$ cat src/rtl/cpb_pkg.sv
package cpb_pkg;
  localparam int unsigned CPB_DATA_W = 8;

  typedef enum logic [1:0] {
    CYC_IDLE     = 2'd0,
    CYC_READ     = 2'd1,
    CYC_WRITE    = 2'd2,
    CYC_CONFLICT = 2'd3
  } cyc_kind_e;
endpackage

$ cat src/rtl/cpb_rst_sync.sv
module cpb_rst_sync #(
  parameter int unsigned SYNC_STAGES = 2
) (
  input  logic clk,
  input  logic rst_n,
  output logic rst_q_n
);
  logic [SYNC_STAGES-1:0] chain_q;
  logic [SYNC_STAGES-1:0] chain_d;

  always_comb begin
    chain_d = {chain_q[SYNC_STAGES-2:0], 1'b1};
  end

  always_ff @(posedge clk or negedge rst_n) begin
    if (!rst_n) chain_q <= '0;
    else        chain_q <= chain_d;
  end

  assign rst_q_n = chain_q[SYNC_STAGES-1];
endmodule

$ cat src/rtl/cpb_cycle_qual.sv
module cpb_cycle_qual
  import cpb_pkg::*;
(
  input  logic clk,
  input  logic rst_q_n,
  input  logic aec,
  input  logic bus_rw_n,
  input  logic cp_rd_n,
  input  logic cp_wr_n,
  output logic wr_take,
  output logic sys_en_q,
  output logic cp_en_q
);
  cyc_kind_e kind;
  logic      sys_en_d;
  logic      cp_en_d;

  always_comb begin
    unique case ({cp_rd_n, cp_wr_n})
      2'b11:   kind = CYC_IDLE;
      2'b01:   kind = CYC_READ;
      2'b10:   kind = CYC_WRITE;
      default: kind = CYC_CONFLICT;
    endcase
  end

  always_comb begin
    sys_en_d = 1'b0;
    cp_en_d  = 1'b0;
    case (kind)
      CYC_WRITE: sys_en_d = aec & ~bus_rw_n;
      CYC_READ:  cp_en_d  = bus_rw_n;
      default: begin
        sys_en_d = 1'b0;
        cp_en_d  = 1'b0;
      end
    endcase
  end

  assign wr_take = sys_en_d;

  always_ff @(posedge clk or negedge rst_q_n) begin
    if (!rst_q_n) begin
      sys_en_q <= 1'b0;
      cp_en_q  <= 1'b0;
    end else begin
      sys_en_q <= sys_en_d;
      cp_en_q  <= cp_en_d;
    end
  end
endmodule

$ cat src/rtl/cpb_write_path.sv
module cpb_write_path #(
  parameter int unsigned DATA_W = 8
) (
  input  logic              clk,
  input  logic              rst_q_n,
  input  logic              capture_en,
  input  logic [DATA_W-1:0] din,
  output logic [DATA_W-1:0] dout
);
  logic [DATA_W-1:0] hold_d;
  logic [DATA_W-1:0] hold_q;

  always_comb begin
    hold_d = capture_en ? din : hold_q;
  end

  always_ff @(posedge clk or negedge rst_q_n) begin
    if (!rst_q_n) hold_q <= '0;
    else          hold_q <= hold_d;
  end

  assign dout = hold_q;
endmodule

$ cat src/rtl/cpb_read_latch.sv
module cpb_read_latch #(
  parameter int unsigned DATA_W = 8
) (
  input  logic              clk,
  input  logic              rst_q_n,
  input  logic              gate,
  input  logic [DATA_W-1:0] din,
  output logic [DATA_W-1:0] q
);
  logic [DATA_W-1:0] lat_d;
  logic [DATA_W-1:0] lat_q;

  always_comb begin
    lat_d = gate ? din : lat_q;
  end

  always_ff @(posedge clk or negedge rst_q_n) begin
    if (!rst_q_n) lat_q <= '0;
    else          lat_q <= lat_d;
  end

  assign q = lat_q;
endmodule

$ cat src/rtl/cpb_bridge.sv
module cpb_bridge #(
  parameter int unsigned DATA_W      = cpb_pkg::CPB_DATA_W,
  parameter int unsigned SYNC_STAGES = 2
) (
  input  logic              clk,
  input  logic              rst_n,
  input  logic              phi_sys,
  input  logic              aec,
  input  logic              bus_rw_n,
  input  logic              cp_rd_n,
  input  logic              cp_wr_n,
  input  logic [DATA_W-1:0] cp_data_in,
  input  logic [DATA_W-1:0] sys_data_in,
  output logic [DATA_W-1:0] sys_data_out,
  output logic              sys_drive_en,
  output logic [DATA_W-1:0] cp_data_out,
  output logic              cp_drive_en
);
  logic rst_q_n;
  logic wr_take;

  cpb_rst_sync #(.SYNC_STAGES(SYNC_STAGES)) u_rst (
    .clk     (clk),
    .rst_n   (rst_n),
    .rst_q_n (rst_q_n)
  );

  cpb_cycle_qual u_qual (
    .clk      (clk),
    .rst_q_n  (rst_q_n),
    .aec      (aec),
    .bus_rw_n (bus_rw_n),
    .cp_rd_n  (cp_rd_n),
    .cp_wr_n  (cp_wr_n),
    .wr_take  (wr_take),
    .sys_en_q (sys_drive_en),
    .cp_en_q  (cp_drive_en)
  );

  cpb_write_path #(.DATA_W(DATA_W)) u_wr (
    .clk        (clk),
    .rst_q_n    (rst_q_n),
    .capture_en (wr_take),
    .din        (cp_data_in),
    .dout       (sys_data_out)
  );

  cpb_read_latch #(.DATA_W(DATA_W)) u_rd (
    .clk     (clk),
    .rst_q_n (rst_q_n),
    .gate    (phi_sys),
    .din     (sys_data_in),
    .q       (cp_data_out)
  );
endmodule

$ cat config.mk
export PLATFORM = sky130hd
export DESIGN_NAME = cpb_bridge
export DESIGN_NICKNAME = d
export VERILOG_FILES = /design/src/rtl/cpb_pkg.sv /design/src/rtl/cpb_rst_sync.sv /design/src/rtl/cpb_cycle_qual.sv /design/src/rtl/cpb_write_path.sv /design/src/rtl/cpb_read_latch.sv /design/src/rtl/cpb_bridge.sv
export SDC_FILE = /design/constraint.sdc
export NUM_CORES = 1
export LEC_CHECK = 0
export CAP_MARGIN = 0
export CORE_MARGIN = 1.5
export CORE_UTILIZATION = 37
export CTS_CLUSTER_DIAMETER = 60
export DETAILED_ROUTE_END_ITERATION = 8
export GPL_TIMING_DRIVEN = 0
export PLACE_DENSITY = 0.87
export SLEW_MARGIN = 20
export SYNTH_ARGS = -nofsm -noshare
export SYNTH_HDL_FRONTEND = slang
export SYNTH_SLANG_ARGS = --single-unit
$ cat constraint.sdc
create_clock -name clk -period 0.9 [get_ports clk]
set_clock_uncertainty 0.15 [all_clocks]
set_input_delay 0.135 -clock clk [delete_from_list [all_inputs] [get_ports clk]]
set_output_delay 0.135 -clock clk [all_outputs]
set_load 0.01 [all_outputs]
Word-level counts from Yosys, hierarchy flattened --
Index checks and enable logic that the tools add are counted.
Operators by class: equal/unequal tests 5, muxes and demuxes 3, bitwise operators 2
Operators by type and width (number):
- equality test 2 bit, second input constant | 3
- case mux 2 bit (3 select lines) | 1
- equality test 2 x 1 -> 1 bit, second input constant | 2
- 2-to-1 mux 1 bit | 2
- bitwise AND 1 bit | 1
- inverter 1 bit | 1
Word-level totals: bits in registers 20, input port bits 23, output and inout port bits 18, logic and storage cells 15

Longest topological paths before layout --
Gate-level depths: netlist of run 1.
depth after elaboration 4, mapped depth 3, mapped depth without buffers 2

Hierarchy --
A second synthesis of run 1 with hierarchy kept.
Unflattened totals: cell total of the unflattened synthesis 41, area total of the unflattened synthesis 789.5 µm²
Modules (own cells, without submodules):
- cpb_read_latch | times used 1, cells each 17, area an instance 331.6 µm², seq. area each 200.2 µm²
- cpb_write_path | times used 1, cells each 17, area an instance 331.6 µm², seq. area each 200.2 µm²
- cpb_cycle_qual | times used 1, cells each 4, area an instance 72.6 µm², seq. area each 50.0 µm²
- cpb_rst_sync | times used 1, cells each 3, area an instance 53.8 µm², seq. area each 50.0 µm²

Worst setup path before layout of run 1 --
Ideal clock, no wire load.
path kind input to register, start point input port cp_wr_n, end point register u_wr.hold_q[0] (netlist: u_wr.dout[0]), setup time 0.125 ns, data arrival time 0.837 ns, required time 0.625 ns, setup slack -0.212 ns, stages 3, buffers on the path 1, cells stage by stage and4bb_1 > buf_6 > mux2_4
On the way: cells in the longest elaborated chain, start to end 4, elaborated cells on any way between the ends 6, those cells by class eq/ne (4); mux (2)
RTL lines:
- start, declared | line cpb_bridge.sv:11 | input logic cp_wr_n,
- equality test 2 bit / equality test 2 x 1 -> 1 bit (equally long branches) | line cpb_cycle_qual.sv:19 | unique case ({cp_rd_n, cp_wr_n})
- case mux 2 bit (3 select lines) (*) | line cpb_cycle_qual.sv:19
- equality test 2 bit (*) | line cpb_cycle_qual.sv:30 | case (kind)
- 2-to-1 mux 1 bit (*) | line cpb_cycle_qual.sv:30
- named net u_qual.wr_take | line cpb_cycle_qual.sv:10 | output logic wr_take,
- end signal, assigned | line cpb_write_path.sv:19 | else hold_q <= hold_d;
- end, declared | line cpb_write_path.sv:11 | logic [DATA_W-1:0] hold_q;
Mark *: on every way through the listed nets, which the timed path passes. The rest lies on a longest branch. A chain may end at the register's enable or synchronous reset.

Final worst setup path of run 1 --
start point register u_wr.hold_q[4] (netlist: u_wr.dout[4]), end point output port sys_data_out[4]
RTL lines:
- end, declared | line cpb_bridge.sv:14 | output logic [DATA_W-1:0] sys_data_out,
No word-level cell between the ends.

==> flow_summary.json, run 1 <==
{
  "status": "finished, violations left",
  "violations": "negative hold slack, negative setup slack",
  "wirelength_um": 1470,
  "fmax_mhz": 869,
  "cts.path.max_buffers": 2,
  "leakage_nw": 0.583,
  "finalHoldViolCount": 1,
  "final_antenna_net_count": 0,
  "synth.distinct_cells": 8,
  "clock-root-buffer": "clkbuf_4",
  "layout-drive-gt1-share_pct": 57.8,
  "viasPerCell": 4.46,
  "setup_tns_ns": -4.64,
  "setup_slack_ns": -0.251,
  "ys_seq_area_share_pct": 66.4,
  "port_buffers": 39,
  "ctsHoldBuffers": 1,
  "synth_compound_area_share_pct": 0,
  "irDropWorstVdd_v": 0.00128,
  "dp_hpwl_um": 1050,
  "path_cells": "buf_2",
  "critical_path.max_stage_delay_ns": 0.42,
  "nets": 114,
  "dr.pass1.iters": 3,
  "tritoncts": "done",
  "crit_family": "flip-flops",
  "worst-setup-path-type": "flop to output port",
  "holdWs_ns": -0.0537,
  "synth_xor_area_share_pct": 0,
  "min_period_ns": 1.15,
  "grt_pass1_wl_um": 2100,
  "rsz0062_at_grt": "true",
  "ys_ff_latch": 20,
  "synth_most_common_cell": "dfrtp_1",
  "fp.dieH_um": 48.1,
  "start_util_pct": 38.8,
  "p_per_area_nw_per_um2": 1940,
  "synth_fa_ha_area_share_pct": 0,
  "synth_nets": 64,
  "synthSimpleGateAreaFrac_pct": 2.99,
  "synth_edf_count": 0,
  "yosys_warnings": 0,
  "maxCapViolations": 0,
  "setup_viol": 32,
  "row_count": 16,
  "drt-wirelength-per-cell_um": 12.6,
  "drtIter0Drc": 6,
  "drc": 0,
  "synth.cell_area_sq_um": 753,
  "grt_max_degree": 19,
  "synthTopCellsByCount": "dfrtp_1, mux2_2, mux2_4",
  "endpoint_kind": "output port",
  "grt_usage_pct": 13.8,
  "antenna_found_initial": 0,
  "async_flop_share_pct": 100,
  "cp.arrival_ns": 0.87,
  "syn_inst": 41,
  "cp-start-kind": "flop",
  "grt-ovfl-total": 0,
  "grt_pass1_vias": 515,
  "cp_slowest_cell": "dfrtp_1",
  "clk_pin_slew_ns": 0.12,
  "hold_path_class": "input pin to flop",
  "dieArea_sq_um": 2320,
  "required_ns": 0.61,
  "synth_largest_area_cell": "dfrtp_1",
  "synth_area_leaders": "dfrtp_1, mux2_4, mux2_2",
  "numClockSinks": 20,
  "synth_flop_cell": "dfrtp_1",
  "muxShareOfSynthArea_pct": 27.9,
  "diodes": 0,
  "core_sq_um": 1940,
  "die_w_um": 48.1,
  "clk_latency_ns": 0.29,
  "syn_area_per_cell_sq_um": 18.4,
  "ctsHtreeMaxLevel": 1,
  "yosysTopAreaCellShare_pct": 66.4,
  "gp_congestion": 0.633,
  "cts_buffers": 3,
  "routed-via-count": 522,
  "synth_top_family_by_area": "multiplexers",
  "drv_slew": 0,
  "worstPathMaxFanout": 2,
  "io_pins": 41,
  "worst-path-buf-inv": 1,
  "min_period_over_period_pct": 128,
  "syn_to_final_growth_pct": 61.8
}
## power breakdown
group          leakage, nW  switching, mW  internal (mW)
clock network       0.0279          0.273          0.450
logic                0.316          0.173          0.371
registers            0.239         0.0815           1.02
total                0.583          0.528           1.84
## per-layer routing
metal  vias up  global-route usage, %  part of all wire, %
met5         -                      0                    0
met2        25                   24.8                   54
met4         0                   4.86                    0
met1       260                   16.0                   40
met3         0                   3.33                  5.6
li1        237                      -                    -
## flip-flops by register name, summed over array words and instances (netlist names)
register / cells
u_rst.chain_q: 2
u_qual.cp_en_q: 1
u_rd.q: 8
u_qual.sys_en_q: 1
u_wr.dout: 8
## cell usage in the layout (no fill, tap or decap), types with 3 or more instances in the layout
cell type and n:
dfrtp_1 19, buf_2 18, clkdlybuf4s50_1 17, buf_6 10
mux2_4 9, mux2_2 7, clkbuf_4 3
## stage by stage
stage	util (%)	cell area [sq um]	worst slack [ns]	power, mW	instances
final	62.8	1220	-0.251	2.37	117
after global routing	62.8	1220	-0.288	2.49	117
after CTS	60.1	1170	-0.238	2.33	115
after detailed placement	60.6	1180	-0.681	1.69	107
after global placement	60.6	1180	-0.667	1.68	107
after floorplan	-	753	-0.212	1.33	41
## cells by family after synthesis
logic type,Yosys count
other,1
flip-flops,20
buffers and inverters,2
AND/OR/NAND/NOR,2
multiplexers,16
## worst paths after layout
check,startpoint,end,slack [ns],depth (start not counted)
max,u_wr.dout[4],sys_data_out[4],-0.25,1
min,cp_wr_n,u_qual.cp_en_q,-0.05,2
max reg2reg,u_rd.q[7],u_rd.q[7],-0.14,2
min reg2reg,u_rst.chain_q[1],u_rd.q[0],0.03,0
max in group asynchronous,rst_n,u_rst.chain_q[1],0.09,2
min in group asynchronous,u_rst.chain_q[1],u_rd.q[0],0.03,0
## layout make-up
cell class / instances / area, sq um
clock inverter: 1 / 30.0
tap: 27 / 33.8
timing repair buffer: 45 / 374
buffer: 2 / 16.3
fill: 166 / 723
clock buffer: 3 / 22.5
sequential: 20 / 502
multi-input combinational: 19 / 240
## worst register-to-register path, cell delays in order (launching register included)
cell and delay [ns]:
dfrtp_1 0.42, buf_6 0.12, mux2_4 0.26
## repair_timing
action | 4_1_cts | 5_1_grt
gates cloned | 1 | 0
gates resized for setup | 90 | 8
setup endpoints to repair | 52 | 34
hold endpoints to repair | 3 | 1
buffers inserted | 2 | 2
pin swaps | 1 | 1
Power figures use the tool's default switching activity.
==> run 2, diff against run 1 <==
--- a/config.mk
+++ b/config.mk
@@ -8,6 +8,7 @@
 export CAP_MARGIN = 0
 export CORE_MARGIN = 1.5
 export CORE_UTILIZATION = 37
+export CTS_BUF_LIST = sky130_fd_sc_hd__clkbuf_16
 export CTS_CLUSTER_DIAMETER = 60
 export DETAILED_ROUTE_END_ITERATION = 8
 export GPL_TIMING_DRIVEN = 0
==> constraint.sdc (replaced) <==
create_clock -name clk -period 0.9 [get_ports clk]
set_clock_uncertainty 0.15 [all_clocks]
set_input_delay 0.225 -clock clk [delete_from_list [all_inputs] [get_ports clk]]
set_output_delay 0.225 -clock clk [all_outputs]
set_load 0.01 [all_outputs]
==> run 2 against run 1 <==
Against the previous run:
- the run still ends with negative hold slack, negative setup slack left
- via count fell by 2.9%
- maximum frequency up 0.37%
- clock-buffer cell count unchanged
- wire length shrank 3.5%
==> flow_summary.json, run 2 (synthesis gave the netlist of run 1 again) <==
{
  "status": "finished, violations left",
  "violations": "negative hold slack, negative setup slack",
  "setup_viol": 31,
  "routed-via-count": 507,
  "maxCapViolations": 0,
  "clock-root-buffer": "clkbuf_16",
  "endpoint_kind": "output port",
  "critical_path.max_stage_delay_ns": 0.38,
  "core_sq_um": 1940,
  "fp.dieH_um": 48.1,
  "grt_usage_pct": 13.7,
  "grt_pass1_wl_um": 2100,
  "p_sw_share_pct": 19.5,
  "netSwitchingPower_uw": 554,
  "start_util_pct": 38.8,
  "dieArea_sq_um": 2320,
  "min_period_over_period_pct": 127,
  "required_ns": 0.52,
  "grt_pass1_vias": 512,
  "wl_met2_um": 678,
  "mostFrequentLayoutCells": "dfrtp_1, clkdlybuf4s50_1, buf_2, buf_6, mux2_4",
  "cp-start-kind": "flop",
  "min_period_ns": 1.15,
  "rsz0062_at_grt": "true",
  "crit_family": "flip-flops",
  "dpl.cell_count": 107,
  "clk_pin_slew_ns": 0.05,
  "io_pins": 41,
  "worstPathMaxFanout": 2,
  "gp_congestion": 0.620,
  "viasPerCell": 4.33,
  "leakage_nw": 0.612,
  "wirelength_um": 1420,
  "holdWs_ns": -0.00853,
  "syn_to_final_growth_pct": 69.1,
  "nets": 114,
  "p_seq_share_pct": 38.8,
  "layout-drive-gt1-share_pct": 56.7,
  "worst-path-buf-inv": 1,
  "cp_slowest_cell": "dfrtp_1",
  "drv_slew": 0,
  "drt-wirelength-per-cell_um": 12.1,
  "met3_length_um": 141,
  "finalHoldViolCount": 2,
  "mostFrequentLayoutCell": "dfrtp_1",
  "ctsHtreeMaxLevel": 1,
  "top_layer": "met4",
  "antenna_found_initial": 0,
  "cp.arrival_ns": 0.77,
  "intPower_mw": 2.28,
  "grt_max_degree": 19,
  "die_w_um": 48.1,
  "irDropWorstVdd_v": 0.00174,
  "combPwrFrac_pct": 19.5,
  "design_area_sq_um": 1270,
  "numClockSinks": 20,
  "tritoncts": "done",
  "m1WireLength_um": 594,
  "cts_buffers": 3,
  "final_antenna_net_count": 0,
  "clk_latency_ns": 0.24,
  "drtIter0Drc": 0,
  "grt-ovfl-total": 0,
  "row_count": 16,
  "path_cells": "buf_2",
  "cts.path.max_buffers": 2,
  "worst-setup-path-type": "flop to output port",
  "port_buffers": 39,
  "drc": 0,
  "fill_cells": 157,
  "fin_cells": 117,
  "fmax_mhz": 872,
  "post_dp_cell_area_sq_um": 1180,
  "setup_slack_ns": -0.247,
  "p_clk_share_pct": 41.7,
  "hold_path_class": "input pin to asynchronous set/reset pin",
  "p_per_area_nw_per_um2": 2230,
  "dr.pass1.iters": 1,
  "diodes": 0
}
==> run 2: cell types whose count changed in the layout (fill, tap and decap cells not counted) <==
cell and change:
and4bb_1 +1, clkdlybuf4s15_1 +1, buf_4 +4, buf_6 -1, clkbuf_4 -3, clkbuf_16 +3, dlygate4sd3_1 -1, buf_2 -3
and4bb_2 -1, clkdlybuf4s50_1 -1, dlygate4sd2_1 +1
==> run 2: what timing repair did <==
| action | 4_1_cts | 5_1_grt |
|---|---|---|
| resized for setup | 89 | 6 |
| pin swaps | 1 | 1 |
| setup endpoints to repair | 47 | 34 |
| endpoints found under the hold margin | 2 | 2 |
| setup buffers | 4 | 1 |
| cloned | 1 | 0 |
==> run 2: cell type report <==
cell class | instances | area, sq um | share of cell area, %
Buffer | 2 | 22.5 | 1.77
Clock buffer | 3 | 75.1 | 5.89
Clock inverter | 1 | 30.0 | 2.36
Multi-Input combinational cell | 19 | 240 | 18.9
Sequential cell | 20 | 502 | 39.4
Tap cell | 27 | 33.8 | 2.65
Timing Repair Buffer | 45 | 370 | 29.1
==> run 2: worst paths after layout <==
path / startpoint / end / slack, ns / depth (start not counted)
hold / removal: rst_n / u_rst.chain_q[0] / -0.009 / 1
min in group clk: cp_wr_n / u_qual.cp_en_q / 0.09 / 2
setup reg to reg: u_wr.dout[1] / u_wr.dout[1] / -0.13 / 2
hold reg to reg: u_rst.chain_q[1] / u_rd.q[6] / 0.03 / 0
setup / recovery: u_wr.dout[6] / sys_data_out[6] / -0.25 / 1
max in group asynchronous: u_rst.chain_q[1] / u_rd.q[7] / 0.30 / 0
==> run 2: routing by layer <==
metal | track usage (%) | vias up
met1 | 16.7 | 237
met3 | 7.41 | 2
met5 | 0 | -
li1 | - | 238
met4 | 4.86 | 0
met2 | 20.8 | 30
==> run 2: power groups by stage <==
stage	registers [mW]	clock network (mW)	logic, mW
global placement	1.11	0	0.569
CTS	1.10	1.20	0.512
detailed placement	1.12	0	0.579
global route	1.12	1.26	0.600
finish	1.10	1.18	0.553
floorplan	1.17	0	0.172
==> run 2: per-stage QoR <==
stage / TNS [ns] / setup slack, ns / total power, mW / util (%)
CTS: -5.90 / -0.249 / 2.81 / 63.6
global route: -6.59 / -0.278 / 2.98 / 65.6
floorplan: -2.57 / -0.302 / 1.34 / -
finish: -5.77 / -0.247 / 2.84 / 65.6
global placement: -14.58 / -0.751 / 1.68 / 61.0
detailed placement: -15.13 / -0.770 / 1.69 / 61.0
